--- config.mk ---
export PLATFORM = sky130hd
export DESIGN_NAME = qspi_phase_seq
export DESIGN_NICKNAME = d
export VERILOG_FILES = /design/src/rtl/qsq_pkg.sv /design/src/rtl/qsq_ctrl.sv /design/src/rtl/qsq_txpath.sv /design/src/rtl/qsq_rxpath.sv /design/src/rtl/qspi_phase_seq.sv
export SDC_FILE = /design/constraint.sdc
export NUM_CORES = 1
export LEC_CHECK = 0
export BUFFER_PORTS_ARGS = -buffer_cell sky130_fd_sc_hd__buf_2
export CAP_MARGIN = 20
export CORE_ASPECT_RATIO = 0.6
export CORE_UTILIZATION = 45
export CTS_CLUSTER_SIZE = 24
export DETAILED_ROUTE_END_ITERATION = 7
export PLACE_DENSITY_LB_ADDON = 0.2
export SYNTH_ARGS = -nofsm -noshare
export SYNTH_HDL_FRONTEND = slang
export SYNTH_SLANG_ARGS = --single-unit
--- constraint.sdc ---
create_clock -name clk -period 8.58 [get_ports clk]
set_input_delay 0.429 -clock clk [delete_from_list [all_inputs] [get_ports clk]]
set_output_delay 0.429 -clock clk [all_outputs]
set_load 0.01 [all_outputs]
--- src/rtl/qsq_pkg.sv ---
package qsq_pkg;

    typedef enum logic [2:0] {
        PH_IDLE = 3'd0,
        PH_INST = 3'd1,
        PH_ADDR = 3'd2,
        PH_WAIT = 3'd3,
        PH_DATA = 3'd4,
        PH_DONE = 3'd5
    } qsq_phase_e;

    // per-edge strobes from the phase controller to the lane datapaths
    typedef struct packed {
        logic adv;        // a slot of a shifting phase ends at this edge
        logic ld_inst;    // command bits enter the shifter
        logic ld_addr;    // address bits enter the shifter
        logic ld_data;    // a data frame begins
        logic frame_end;  // the final slot of a data frame ends
    } qsq_step_t;

    // lane width is carried as log2 of the lane count
    function automatic logic [1:0] fmt_lw(input logic [1:0] fmt);
        case (fmt)
            2'd0:    return 2'd0;
            2'd1:    return 2'd1;
            default: return 2'd2;
        endcase
    endfunction

    function automatic logic [1:0] inst_lw(input logic [1:0] tt, input logic [1:0] dlw);
        return (tt == 2'b10) ? dlw : 2'd0;
    endfunction

    function automatic logic [1:0] addr_lw(input logic [1:0] tt, input logic [1:0] dlw);
        return (tt == 2'b01 || tt == 2'b10) ? dlw : 2'd0;
    endfunction

    function automatic logic [3:0] lane_mask(input logic [1:0] lw);
        case (lw)
            2'd0:    return 4'b0001;
            2'd1:    return 4'b0011;
            default: return 4'b1111;
        endcase
    endfunction

endpackage

--- src/rtl/qsq_ctrl.sv ---
module qsq_ctrl
    import qsq_pkg::*;
#(
    parameter int INST_MAX = 16,
    parameter int ADDR_MAX = 32,
    parameter int WAIT_W   = 4,
    parameter int FB_MAX   = 16,
    parameter int FC_W     = 8,
    localparam int IL_W    = $clog2(INST_MAX + 1),
    localparam int AL_W    = $clog2(ADDR_MAX + 1),
    localparam int FB_W    = $clog2(FB_MAX + 1)
) (
    input  logic             clk,
    input  logic             rst,
    input  logic             tick,
    input  logic             start,
    input  logic             rd_mode,
    input  logic [1:0]       xfer_type,
    input  logic [1:0]       lane_fmt,
    input  logic [IL_W-1:0]  inst_len,
    input  logic [AL_W-1:0]  addr_len,
    input  logic [WAIT_W-1:0] wait_ticks,
    input  logic [FB_W-1:0]  frame_bits,
    input  logic [FC_W-1:0]  frame_count,
    output qsq_phase_e       phase,
    output logic [1:0]       cur_lw,
    output qsq_step_t        step
);
    localparam int M1   = (ADDR_MAX > INST_MAX) ? ADDR_MAX : INST_MAX;
    localparam int M2   = (M1 > FB_MAX) ? M1 : FB_MAX;
    localparam int CMAX = (M2 > (1 << WAIT_W)) ? M2 : (1 << WAIT_W);
    localparam int CNT_W = $clog2(CMAX + 1);

    qsq_phase_e       ph_q, ph_d;
    logic [CNT_W-1:0] cnt_q, cnt_d;
    logic [FC_W-1:0]  frm_q, frm_d;

    logic [1:0] dlw, ilw, alw;
    logic [CNT_W-1:0] n_inst, n_addr, n_wait, n_frame;
    qsq_phase_e after_addr, after_inst, first_ph;
    logic slot_last;

    assign dlw = fmt_lw(lane_fmt);
    assign ilw = inst_lw(xfer_type, dlw);
    assign alw = addr_lw(xfer_type, dlw);

    assign n_inst  = CNT_W'(inst_len >> ilw);
    assign n_addr  = CNT_W'(addr_len >> alw);
    assign n_wait  = rd_mode ? CNT_W'(wait_ticks) : '0;
    assign n_frame = CNT_W'(frame_bits >> dlw);

    assign after_addr = (n_wait != '0) ? PH_WAIT : PH_DATA;
    assign after_inst = (n_addr != '0) ? PH_ADDR : after_addr;
    assign first_ph   = (n_inst != '0) ? PH_INST : after_inst;
    assign slot_last  = tick && (cnt_q == CNT_W'(1));

    always_comb begin
        ph_d  = ph_q;
        cnt_d = cnt_q;
        frm_d = frm_q;
        case (ph_q)
            PH_IDLE: if (start) begin
                ph_d  = first_ph;
                frm_d = (frame_count == '0) ? FC_W'(1) : frame_count;
            end
            PH_INST: if (tick) begin
                if (slot_last) ph_d = after_inst;
                else           cnt_d = cnt_q - 1'b1;
            end
            PH_ADDR: if (tick) begin
                if (slot_last) ph_d = after_addr;
                else           cnt_d = cnt_q - 1'b1;
            end
            PH_WAIT: if (tick) begin
                if (slot_last) ph_d = PH_DATA;
                else           cnt_d = cnt_q - 1'b1;
            end
            PH_DATA: if (tick) begin
                if (slot_last) begin
                    if (frm_q == FC_W'(1)) ph_d = PH_DONE;
                    else begin
                        frm_d = frm_q - 1'b1;
                        cnt_d = n_frame;
                    end
                end else begin
                    cnt_d = cnt_q - 1'b1;
                end
            end
            PH_DONE: ph_d = PH_IDLE;
            default: ph_d = PH_IDLE;
        endcase
        if (ph_d != ph_q) begin
            case (ph_d)
                PH_INST: cnt_d = n_inst;
                PH_ADDR: cnt_d = n_addr;
                PH_WAIT: cnt_d = n_wait;
                PH_DATA: cnt_d = n_frame;
                default: cnt_d = '0;
            endcase
        end
    end

    always_ff @(posedge clk) begin
        if (rst) begin
            ph_q  <= PH_IDLE;
            cnt_q <= '0;
            frm_q <= '0;
        end else begin
            ph_q  <= ph_d;
            cnt_q <= cnt_d;
            frm_q <= frm_d;
        end
    end

    always_comb begin
        step.adv       = tick && (ph_q == PH_INST || ph_q == PH_ADDR || ph_q == PH_DATA);
        step.ld_inst   = (ph_q == PH_IDLE) && (ph_d == PH_INST);
        step.ld_addr   = (ph_d == PH_ADDR) && (ph_q != PH_ADDR);
        step.ld_data   = ((ph_d == PH_DATA) && (ph_q != PH_DATA)) ||
                         ((ph_q == PH_DATA) && (ph_d == PH_DATA) && slot_last);
        step.frame_end = (ph_q == PH_DATA) && slot_last;
    end

    always_comb begin
        case (ph_q)
            PH_INST: cur_lw = ilw;
            PH_ADDR: cur_lw = alw;
            PH_DATA: cur_lw = dlw;
            default: cur_lw = 2'd0;
        endcase
    end

    assign phase = ph_q;

    // an idle start always leaves idle at the next edge
    a_r1_accept: assert property (@(posedge clk) disable iff (rst)
        (ph_q == PH_IDLE && start) |=> (ph_q != PH_IDLE));

    // the done cycle only follows an edge that carried a tick
    a_r11_done_after_tick: assert property (@(posedge clk) disable iff (rst)
        (ph_q == PH_DONE) |-> $past(tick));

    // done lasts exactly one cycle
    a_r11_done_single: assert property (@(posedge clk) disable iff (rst)
        (ph_q == PH_DONE) |=> (ph_q == PH_IDLE));

endmodule

--- src/rtl/qsq_txpath.sv ---
module qsq_txpath
    import qsq_pkg::*;
#(
    parameter int INST_MAX = 16,
    parameter int ADDR_MAX = 32,
    parameter int FB_MAX   = 16,
    localparam int IL_W    = $clog2(INST_MAX + 1),
    localparam int AL_W    = $clog2(ADDR_MAX + 1),
    localparam int FB_W    = $clog2(FB_MAX + 1),
    localparam int SH_A    = (ADDR_MAX > INST_MAX) ? ADDR_MAX : INST_MAX,
    localparam int SH_W    = (SH_A > FB_MAX) ? SH_A : FB_MAX
) (
    input  logic                clk,
    input  logic                rst,
    input  qsq_step_t           step,
    input  qsq_phase_e          phase,
    input  logic [1:0]          lw,
    input  logic                rd_mode,
    input  logic [IL_W-1:0]     inst_len,
    input  logic [INST_MAX-1:0] inst_code,
    input  logic [AL_W-1:0]     addr_len,
    input  logic [ADDR_MAX-1:0] addr_val,
    input  logic [FB_W-1:0]     frame_bits,
    input  logic [FB_MAX-1:0]   wdata,
    output logic [3:0]          dout,
    output logic [3:0]          oe,
    output logic                wdata_ack
);
    logic [SH_W-1:0] sh_q;
    logic [3:0]      top4;
    logic            drive;

    always_ff @(posedge clk) begin
        if (rst) begin
            sh_q      <= '0;
            wdata_ack <= 1'b0;
        end else begin
            if (step.ld_inst)
                sh_q <= SH_W'(inst_code) << (SH_W - int'(inst_len));
            else if (step.ld_addr)
                sh_q <= SH_W'(addr_val) << (SH_W - int'(addr_len));
            else if (step.ld_data)
                sh_q <= SH_W'(wdata) << (SH_W - int'(frame_bits));
            else if (step.adv)
                sh_q <= sh_q << (1 << lw);
            wdata_ack <= step.ld_data && !rd_mode;
        end
    end

    assign top4 = sh_q[SH_W-1 -: 4];

    always_comb begin
        case (lw)
            2'd0:    dout = {3'b000, top4[3]};
            2'd1:    dout = {2'b00, top4[3:2]};
            default: dout = top4;
        endcase
    end

    assign drive = (phase == PH_INST) || (phase == PH_ADDR) ||
                   ((phase == PH_DATA) && !rd_mode);
    assign oe    = drive ? lane_mask(lw) : 4'b0000;

    // never three lanes enabled
    a_r5_lane_count: assert property (@(posedge clk) disable iff (rst)
        $countones(oe) != 3);

endmodule

--- src/rtl/qsq_rxpath.sv ---
module qsq_rxpath
    import qsq_pkg::*;
#(
    parameter int FB_MAX = 16,
    localparam int FB_W  = $clog2(FB_MAX + 1)
) (
    input  logic              clk,
    input  logic              rst,
    input  qsq_step_t         step,
    input  qsq_phase_e        phase,
    input  logic [1:0]        lw,
    input  logic              rd_mode,
    input  logic [FB_W-1:0]   frame_bits,
    input  logic [3:0]        din,
    output logic [FB_MAX-1:0] rdata,
    output logic              rdata_valid
);
    logic [FB_MAX-1:0] acc_q, acc_nx, fmask;
    logic [FB_MAX:0]   one_sh;
    logic [3:0]        grp;
    logic              capture;

    always_comb begin
        case (lw)
            2'd0:    grp = {3'b000, din[1]};
            2'd1:    grp = {2'b00, din[1:0]};
            default: grp = din;
        endcase
    end

    assign capture = step.adv && (phase == PH_DATA) && rd_mode;
    assign acc_nx  = (acc_q << (1 << lw)) | FB_MAX'(grp);
    assign one_sh  = (FB_MAX + 1)'(1) << frame_bits;
    assign fmask   = FB_MAX'(one_sh - 1'b1);

    always_ff @(posedge clk) begin
        if (rst) begin
            acc_q       <= '0;
            rdata       <= '0;
            rdata_valid <= 1'b0;
        end else begin
            rdata_valid <= 1'b0;
            if (capture) begin
                acc_q <= acc_nx;
                if (step.frame_end) begin
                    rdata       <= acc_nx & fmask;
                    rdata_valid <= 1'b1;
                end
            end
        end
    end

    // a frame strobe always follows a captured slot
    a_r8_valid_after_capture: assert property (@(posedge clk) disable iff (rst)
        rdata_valid |-> $past(capture));

endmodule

--- src/rtl/qspi_phase_seq.sv ---
module qspi_phase_seq
    import qsq_pkg::*;
#(
    parameter int INST_MAX = 16,
    parameter int ADDR_MAX = 32,
    parameter int WAIT_W   = 4,
    parameter int FB_MAX   = 16,
    parameter int FC_W     = 8,
    localparam int IL_W    = $clog2(INST_MAX + 1),
    localparam int AL_W    = $clog2(ADDR_MAX + 1),
    localparam int FB_W    = $clog2(FB_MAX + 1)
) (
    input  logic                clk,
    input  logic                rst,
    input  logic                tick,
    input  logic                start,
    input  logic                rd_mode,
    input  logic [1:0]          xfer_type,
    input  logic [1:0]          lane_fmt,
    input  logic [IL_W-1:0]     inst_len,
    input  logic [INST_MAX-1:0] inst_code,
    input  logic [AL_W-1:0]     addr_len,
    input  logic [ADDR_MAX-1:0] addr_val,
    input  logic [WAIT_W-1:0]   wait_ticks,
    input  logic [FB_W-1:0]     frame_bits,
    input  logic [FC_W-1:0]     frame_count,
    input  logic [FB_MAX-1:0]   wdata,
    output logic                wdata_ack,
    input  logic [3:0]          din,
    output logic [3:0]          dout,
    output logic [3:0]          oe,
    output logic                cs_n,
    output logic                done,
    output logic [FB_MAX-1:0]   rdata,
    output logic                rdata_valid
);
    qsq_phase_e phase;
    qsq_step_t  step;
    logic [1:0] cur_lw;
    logic       accept;

    // configuration held for the life of a transaction
    logic                rd_q;
    logic [1:0]          tt_q, fmt_q;
    logic [IL_W-1:0]     il_q;
    logic [INST_MAX-1:0] ic_q;
    logic [AL_W-1:0]     al_q;
    logic [ADDR_MAX-1:0] av_q;
    logic [WAIT_W-1:0]   wt_q;
    logic [FB_W-1:0]     fb_q;

    // configuration as seen this cycle: live at acceptance, held otherwise
    logic                rd_c;
    logic [1:0]          tt_c, fmt_c;
    logic [IL_W-1:0]     il_c;
    logic [INST_MAX-1:0] ic_c;
    logic [AL_W-1:0]     al_c;
    logic [ADDR_MAX-1:0] av_c;
    logic [WAIT_W-1:0]   wt_c;
    logic [FB_W-1:0]     fb_c;

    assign accept = (phase == PH_IDLE) && start;

    assign rd_c  = accept ? rd_mode    : rd_q;
    assign tt_c  = accept ? xfer_type  : tt_q;
    assign fmt_c = accept ? lane_fmt   : fmt_q;
    assign il_c  = accept ? inst_len   : il_q;
    assign ic_c  = accept ? inst_code  : ic_q;
    assign al_c  = accept ? addr_len   : al_q;
    assign av_c  = accept ? addr_val   : av_q;
    assign wt_c  = accept ? wait_ticks : wt_q;
    assign fb_c  = accept ? frame_bits : fb_q;

    always_ff @(posedge clk) begin
        if (rst) begin
            rd_q  <= 1'b0;
            tt_q  <= '0;
            fmt_q <= '0;
            il_q  <= '0;
            ic_q  <= '0;
            al_q  <= '0;
            av_q  <= '0;
            wt_q  <= '0;
            fb_q  <= '0;
        end else if (accept) begin
            rd_q  <= rd_mode;
            tt_q  <= xfer_type;
            fmt_q <= lane_fmt;
            il_q  <= inst_len;
            ic_q  <= inst_code;
            al_q  <= addr_len;
            av_q  <= addr_val;
            wt_q  <= wait_ticks;
            fb_q  <= frame_bits;
        end
    end

    qsq_ctrl #(
        .INST_MAX(INST_MAX), .ADDR_MAX(ADDR_MAX), .WAIT_W(WAIT_W),
        .FB_MAX(FB_MAX), .FC_W(FC_W)
    ) u_ctrl (
        .clk(clk), .rst(rst), .tick(tick), .start(start),
        .rd_mode(rd_c), .xfer_type(tt_c), .lane_fmt(fmt_c),
        .inst_len(il_c), .addr_len(al_c), .wait_ticks(wt_c),
        .frame_bits(fb_c), .frame_count(frame_count),
        .phase(phase), .cur_lw(cur_lw), .step(step)
    );

    qsq_txpath #(
        .INST_MAX(INST_MAX), .ADDR_MAX(ADDR_MAX), .FB_MAX(FB_MAX)
    ) u_tx (
        .clk(clk), .rst(rst), .step(step), .phase(phase), .lw(cur_lw),
        .rd_mode(rd_c), .inst_len(il_c), .inst_code(ic_c),
        .addr_len(al_c), .addr_val(av_c), .frame_bits(fb_c),
        .wdata(wdata), .dout(dout), .oe(oe), .wdata_ack(wdata_ack)
    );

    qsq_rxpath #(
        .FB_MAX(FB_MAX)
    ) u_rx (
        .clk(clk), .rst(rst), .step(step), .phase(phase), .lw(cur_lw),
        .rd_mode(rd_c), .frame_bits(fb_c), .din(din),
        .rdata(rdata), .rdata_valid(rdata_valid)
    );

    assign cs_n = (phase == PH_IDLE);
    assign done = (phase == PH_DONE);

    // lanes hold between ticks while selected
    a_r2_hold: assert property (@(posedge clk) disable iff (rst)
        (!tick && !cs_n) |=> ($stable(dout) && $stable(oe)));

    // chip-select is released right after done
    a_r11_cs_release: assert property (@(posedge clk) disable iff (rst)
        done |=> cs_n);

endmodule

# Word-level counts from Yosys, hierarchy flattened
# Index checks and enable logic that the tools add are counted.
word_totals:
  reg_bits: 156
  latchBits: 0
  ram_bits: 0
  romBits: 0
  input_bits: 105
  n_memories: 0
classes:
  add_sub_neg: 6
  mul: 0
  n_div: 0
  n_lt_le_gt_ge: 0
  eq_ne: 26
  shift: 10
  n_mux: 51
  bitwise: 3
  n_reduce_logical: 34
op_table:
  columns: ["cell", "count"]
  rows:
  - ["$mux W32", 5]
  - ["$shl A16 B32 Y32", 2]
  - ["$shl A32 B32 Y32", 2]
  - ["$mux W6", 7]
  - ["$mux W8", 5]
  - ["$mux W3", 13]
  - ["$shl A1 B2 Y32 const A", 1]
  - ["$shl A16 B32 Y16", 1]
  - ["$pmux W4 S2", 3]
  - ["$pmux W6 S4", 1]
  - ["$reduce_bool A6 Y1", 3]
  - ["$and A16 B16 Y16", 1]
  - ["$mux W16", 1]
  - ["$or A16 B4 Y16", 1]
  - ["$pmux W8 S2", 1]
  - ["$shl A1 B5 Y16 const A", 1]
  - ["$sub A16 B1 Y16 const B", 1]
  - ["$pmux W3 S5", 1]
  - ["$sub A6 B5 Y7 const A", 2]
  - ["$logic_and A1 B1 Y1", 13]
  - ["$eq A3 B2 Y1 const B", 4]
  - ["$mux W4", 3]
  - ["$pmux W6 S2", 1]
  - ["$shr A5 B2 Y6", 2]
  - ["35 further kinds", 55]

# Depth between registers and ports, before layout
logic_depth:
  depth_word: 19
  ltp_mapped: 27

# Modules after synthesis
# Synthesis repeated with hierarchy kept, for this count alone.
hier_totals:
  hier_cells: 1852
  hier_area_um2: 15929.0
by_module_without_submodules:
  columns: ["mod", "instances", "cells_per_inst", "area_each_um2"]
  rows:
  - ["qsq_txpath", 1, 939, 7752.4]
  - ["qspi_phase_seq", 1, 400, 4160.2]
  - ["qsq_ctrl", 1, 293, 2118.3]
  - ["qsq_rxpath", 1, 220, 1898.1]

# Least setup slack after synthesis
# Ideal clock, no wire load.
synth_timing:
  kind: "in2reg"
  start: "input start"
  end: "register u_tx.sh_q[2]"
  setup_time_ps: 91
  t_arrival_ps: 6240
  path_slack_ps: 2249
  path_stages: 22
  cell_sequence: "or4b_4 buf_6 buf_2 buf_2 buf_4 buf_4 buf_2 buf_1 clkbuf_1 clkbuf_1 mux2i_1 ha_1 nor3b_1 mux2i_1 a2111oi_1 or3b_2 nor4b_4 or2_1 or4_4 buf_6 o32a_1 a311oi_1"
synth_between:
  elab_chain_len: 18
  word_cells_on_any_way: 56
  classes_between: "add/sub (3); eq/ne (6); shift (7); mux (27); reduce/logical (13)"
synth_rtl:
  columns: ["element", "line_no", "source"]
  rows:
  - ["from (decl)", "qspi_phase_seq.sv:16", "input logic start,"]
  - ["$logic_and A1 B1 Y1", "qspi_phase_seq.sv:62", "assign accept = (phase == PH_IDLE) && start;"]
  - ["$mux W2", null, null]
  - ["$eq A2 B1 Y1, or another cell as far along", "qsq_pkg.sv:23", "case (fmt)"]
  - ["$pmux W2 S2 or $logic_or A1 B1 Y1 (tied branches)", "qsq_pkg.sv:23, qsq_pkg.sv:35", null]
  - ["$mux W2", "qsq_pkg.sv:35", "return (tt == 2'b01 || tt == 2'b10) ? dlw : 2'd0;"]
  - ["$shr A6 B2 Y6", "qsq_ctrl.sv:48", "assign n_addr = CNT_W'(addr_len >> alw);"]
  - ["$reduce_bool A6 Y1", "qsq_ctrl.sv:53", "assign after_inst = (n_addr != '0) ? PH_ADDR : after_addr;"]
  - ["$mux W3", "qsq_ctrl.sv:53", null]
  - ["$mux W3, on equally long branches", "qsq_ctrl.sv:67, qsq_ctrl.sv:54", null]
  - ["$mux W3, on equally long branches", "qsq_ctrl.sv:66, qsq_ctrl.sv:62", null]
  - ["$pmux W3 S5", "qsq_ctrl.sv:61", "case (ph_q)"]
  - ["$eq A3 B3 Y1", "qsq_ctrl.sv:119, qsq_ctrl.sv:120", null]
  - ["$logic_and A1 B1 Y1 (2 in a row)", "qsq_ctrl.sv:120", "((ph_q == PH_DATA) && (ph_d == PH_DATA) && slot_last);"]
  - ["$logic_or A1 B1 Y1", "qsq_ctrl.sv:119", "step.ld_data = ((ph_d == PH_DATA) && (ph_q != PH_DATA)) ||"]
  - ["$mux W32", "qsq_txpath.sv:42", "else if (step.ld_data)"]
  - ["$mux W32", "qsq_txpath.sv:40", "else if (step.ld_addr)"]
  - ["$mux W32", "qsq_txpath.sv:38", "if (step.ld_inst)"]
  - ["to (signal assigned)", "qsq_txpath.sv:39", "sh_q <= SH_W'(inst_code) << (SH_W - int'(inst_len));"]
  - ["to (signal assigned)", "qsq_txpath.sv:41", "sh_q <= SH_W'(addr_val) << (SH_W - int'(addr_len));"]
  - ["to (signal assigned)", "qsq_txpath.sv:43", "sh_q <= SH_W'(wdata) << (SH_W - int'(frame_bits));"]
  - ["to (decl)", "qsq_txpath.sv:29", "logic [SH_W-1:0] sh_q;"]
# Parallel ways exist; a longest one is shown, timed or not. The select of a mux whose other input is x is not followed.
# A chain may end at the register's enable or synchronous reset.

# Worst setup path after layout
layout_timing:
  start: "register u_ctrl.ph_q[0] (netlist: u_ctrl.phase[0])"
  end: "register u_tx.sh_q[11]"
layout_between:
  elab_chain_len: 19
  word_cells_on_any_way: 71
  classes_between: "add/sub (3); eq/ne (12); shift (7); mux (32); reduce/logical (17)"
layout_rtl:
  columns: ["element", "line_no", "source"]
  rows:
  - ["from (decl)", "qsq_ctrl.sv:34", "qsq_phase_e ph_q, ph_d;"]
  - ["from (signal assigned)", "qsq_ctrl.sv:109", "ph_q <= ph_d;"]
  - ["$logic_not A3 Y1", "qsq_ctrl.sv:61, qsq_ctrl.sv:117, qspi_phase_seq.sv:62", null]
  - ["$logic_and A1 B1 Y1", "qspi_phase_seq.sv:62", null]
  - ["$mux W2", null, null]
  - ["$eq A2 B1 Y1, or another cell as far along", "qsq_pkg.sv:23", null]
  - ["$pmux W2 S2 or $logic_or A1 B1 Y1 (tied branches)", "qsq_pkg.sv:23, qsq_pkg.sv:35", null]
  - ["$mux W2", "qsq_pkg.sv:35", null]
  - ["$shr A6 B2 Y6", "qsq_ctrl.sv:48", null]
  - ["$reduce_bool A6 Y1", "qsq_ctrl.sv:53", null]
  - ["[... 2 more ...]", null, null]
  - ["$mux W3, on equally long branches", "qsq_ctrl.sv:66, qsq_ctrl.sv:62", null]
  - ["$pmux W3 S5", "qsq_ctrl.sv:61", null]
  - ["$eq A3 B3 Y1", "qsq_ctrl.sv:119, qsq_ctrl.sv:120", null]
  - ["$logic_and A1 B1 Y1 (2 in a row)", "qsq_ctrl.sv:120", null]
  - ["$logic_or A1 B1 Y1", "qsq_ctrl.sv:119", null]
  - ["$mux W32", "qsq_txpath.sv:42", null]
  - ["$mux W32", "qsq_txpath.sv:40", null]
  - ["$mux W32", "qsq_txpath.sv:38", null]
# Parallel ways exist; a longest one is shown, timed or not. The select of a mux whose other input is x is not followed.

==> flow_metrics.env <==
export IMPL_status="complete, no violations"
export IMPL_cts_htree_levels=4
export IMPL_cts_tree="yes"
export IMPL_cp_slowest_cell="or4b_4"
export IMPL_hold_path_startpoint="addr_val[31]"
export IMPL_routedWlPerCell_um=22.33
export IMPL_nets=2146
export IMPL_dr_pass1_iters=6
export IMPL_synth_warnings=0
export IMPL_antenna_found_initial=0
export IMPL_yosys_cell_types_count=90
export IMPL_layout_setup_ws_ns=2.112
export IMPL_ctsResizeCount=0
export IMPL_final_max_slew_viol_count=0
export IMPL_syn_inst=1999
export IMPL_hold_viol=0
export IMPL_path_cells="or4b_4 -> mux2i_1 -> ha_1 -> or3b_2 -> a211oi_1 -> a2111oi_1 -> or3b_2 -> nor4b_4 -> nor2_1 -> a31oi_1 -> buf_4 -> nand3_2 -> o21ai_0 -> a31oi_1"
export IMPL_min_period_over_period=0.7539
export IMPL_reg2reg_slack_ns=2.11
export IMPL_cp_arrival_ns=6.76
export IMPL_maxSlewHeadroom=0.2899
export IMPL_synth_avg_cell_area_um2=7.195
export IMPL_rsz0062_at_grt="no"
export IMPL_die_w_um=232.8
export IMPL_multiInputGateArea_um2=10550
export IMPL_postCtsHoldBufs=0
export IMPL_finalSetupViolCount=0
export IMPL_syn_area_um2=14380
export IMPL_leakagePower_nw=6.161
export IMPL_hold_path_cell_count=3
export IMPL_slowest_delay_ns=0.80
export IMPL_reg2regPathDepth=14
export IMPL_wl_mm=54.84
export IMPL_tns_ns=0
export IMPL_die_area_um2=32710
export IMPL_cp_startpoint="u_ctrl.phase[0]"
export IMPL_drv_cap=0
export IMPL_cellPowerDensity_nw_per_um2=446.8
export IMPL_r2r_start="u_ctrl.phase[0]"
export IMPL_core_um2=31280
export IMPL_fillers=3162
export IMPL_vias=15810
export IMPL_place_hpwl_mm=41.13
export IMPL_grt_max_degree=79
export IMPL_min_period_ns=6.468
export IMPL_required_ns=8.87
export IMPL_instances_no_fill=2456
export IMPL_r2r_end="u_tx.sh_q[11]"
export IMPL_viasPerCell=6.439
export IMPL_io_pins=133
export IMPL_irDropWorstVdd_mv=0.2131
export IMPL_drive_above_1_share=0.1475
export IMPL_grt_util_all_layers=0.3281
export IMPL_grt_pass1_wl_mm=83.23
export IMPL_dp_cells=2420
export IMPL_clock_latency_ns=0.46
export IMPL_worstSetupPathType="reg -> reg"
export IMPL_rows=50
export IMPL_synthArstFlopShare=0
export IMPL_hold_ws_ns=0.2172
export IMPL_cts_root_buf="clkbuf_16"
export IMPL_worstMarginPinSlew_ns=1.064
export IMPL_timing_fmax_ghz=0.1546
export IMPL_endpoint_kind="flop"
export IMPL_antenna_left=0
export IMPL_synth_flop_cell="dfxtp_1"
export IMPL_place_worst_setup_slack_ns=2.314
export IMPL_startpoint_type="flop"
export IMPL_drc=0
export IMPL_min_to="av_q[31]"
export IMPL_path_max_fanout=46
export IMPL_syn_to_final_growth_pct=9.977
export IMPL_synth_edf_count=0
export IMPL_first_global_vias=13930
export IMPL_synthesis_nets=2118
export IMPL_clkSinkCount=155
export IMPL_finClkSkew_ns=0.01208
export IMPL_cts_path_max_buffers=2
export IMPL_first_iter_violations=2122
export IMPL_grt_overflow=0
export IMPL_gp_congestion=1.013
export IMPL_synth_seq_cells=155
export IMPL_diodes=0
export IMPL_io_buffers=132
export IMPL_initial_core_util=0.4598
export IMPL_cts_inserted_buffers=17
export IMPL_seq_area_um2=3103
export IMPL_ys_seq_area_frac=0.2157
export IMPL_min_path_type="in -> reg"
export IMPL_postCtsSetupBuffers=0
export IMPL_clk_pin_slew_ns=0.08
export IMPL_fp_dieH_um=140.5
[placed cells by master, fill, tap and decap left out, drive strengths merged, types with 6 or more instances in the layout]
master,n
ha,14
nor2,246
mux2,45
mux4,17
o21a,8
a211oi,53
inv,30
nand3,42
buf,172
o22ai,20
o211ai,15
mux2i,202
nand2,318
nor3,85
or2,6
clkbuf,18
o21ai,97
nand3b,7
or3,13
dfxtp,155
and3,11
a211o,9
nor2b,16
nand2b,17
nor4,14
or4,7
xor2,10
a311oi,19
a21oi,182
xnor2,16
a221oi,10
a32oi,7
and2,9
a31oi,28
o31ai,9
a22oi,24
[layout make-up]
| type | instances | share of cell area |
|---|---|---|
| Multi-Input combinational cell | 1660 | 0.6666 |
| Sequential cell | 155 | 0.1962 |
| Timing Repair Buffer | 172 | 0.06090 |
| Tap cell | 416 | 0.03290 |
| Clock buffer | 18 | 0.02776 |
| Clock inverter | 14 | 0.01068 |
| Inverter | 21 | 0.004983 |
[critical path, delay by kind of cell, from the launching register on]
| family | cells | cell delay (ns) |
|---|---|---|
| simple gates | 6 | 3.40 |
| buf+inv | 1 | 0.30 |
| compound gates | 5 | 1.29 |
| fa+ha+maj | 1 | 0.45 |
| mux | 1 | 0.27 |
| flops | 1 | 0.56 |
[sequential cells by signal, indices dropped and copies added (netlist names), 2 cells and up]
signal	flops
av_q	32
u_tx.sh_q	32
ic_q	16
u_rx.rdata	16
u_rx.acc_q	15
u_ctrl.frm_q	8
al_q	6
u_ctrl.cnt_q	6
fb_q	5
il_q	5
wt_q	4
u_ctrl.phase	3
fmt_q	2
tt_q	2
[how the worst max path moves through the flow]
stage | endpoint | slack (ns) | cells after the start
final | u_tx.sh_q[11] | 2.11 | 14
after global routing | u_tx.sh_q[11] | 1.77 | 14
after CTS | u_tx.sh_q[11] | 2.28 | 14
after detailed placement | u_tx.sh_q[21] | 2.31 | 13
after global placement | u_tx.sh_q[21] | 2.46 | 13
after floorplan | u_tx.sh_q[2] | 2.25 | 22
[synth_stat cells, drive strengths merged (16+ instances only)]
library cell	number	area share
o22ai	20	0.0087
clkbuf	119	0.031
a21oi	182	0.063
nand2	318	0.083
nor2	246	0.064
nand2b	17	0.0074
buf	44	0.017
mux2	45	0.035
a211oi	53	0.028
nor2b	16	0.0070
a22oi	24	0.013
o21ai	97	0.035
nand3	42	0.015
xnor2	16	0.0097
nor3	85	0.030
a311oi	19	0.012
inv	20	0.0052
mux4	17	0.027
dfxtp	155	0.22
a31oi	28	0.012
mux2i	202	0.14
[cells by family (layout without fill, tap and decap cells)]
family / Yosys count / count (layout) / synth area share
flops: 155 / 155 / 0.2157
compound gates: 540 / 540 / 0.2456
simple gates: 816 / 816 / 0.2541
mux: 264 / 264 / 0.2029
fa+ha+maj: 14 / 14 / 0.01218
buf+inv: 184 / 225 / 0.05367
xor+xnor: 26 / 26 / 0.01583
[through the flow]
stage / area [µm²] / utilization / total power [mW]
after global placement: 15180 / 0.4853 / 5.985
after CTS: 15790 / 0.5048 / 6.845
after detailed placement: 15180 / 0.4853 / 5.997
final: 15820 / 0.5057 / 7.067
after floorplan: 14380 / - / 4.667
after global routing: 15820 / 0.5057 / 7.463
[per-layer routing]
| metal | up-vias | global-route usage | wire [µm] |
|---|---|---|---|
| met1 | 7486 | 0.5111 | 26070 |
| met4 | 2 | 0.05366 | 529 |
| met2 | 916 | 0.4240 | 21180 |
| li1 | 7350 | - | - |
| met3 | 59 | 0.1116 | 7005 |
| met5 | - | 0.01042 | 45 |
[report_power, final]
group          internal [mW]  leakage (nW)  switching, mW
sequential             0.874          1.27          0.201
combinational           1.77          4.59           3.39
clock                  0.449         0.298          0.381
No activity file was read; power rests on OpenSTA's default activity.
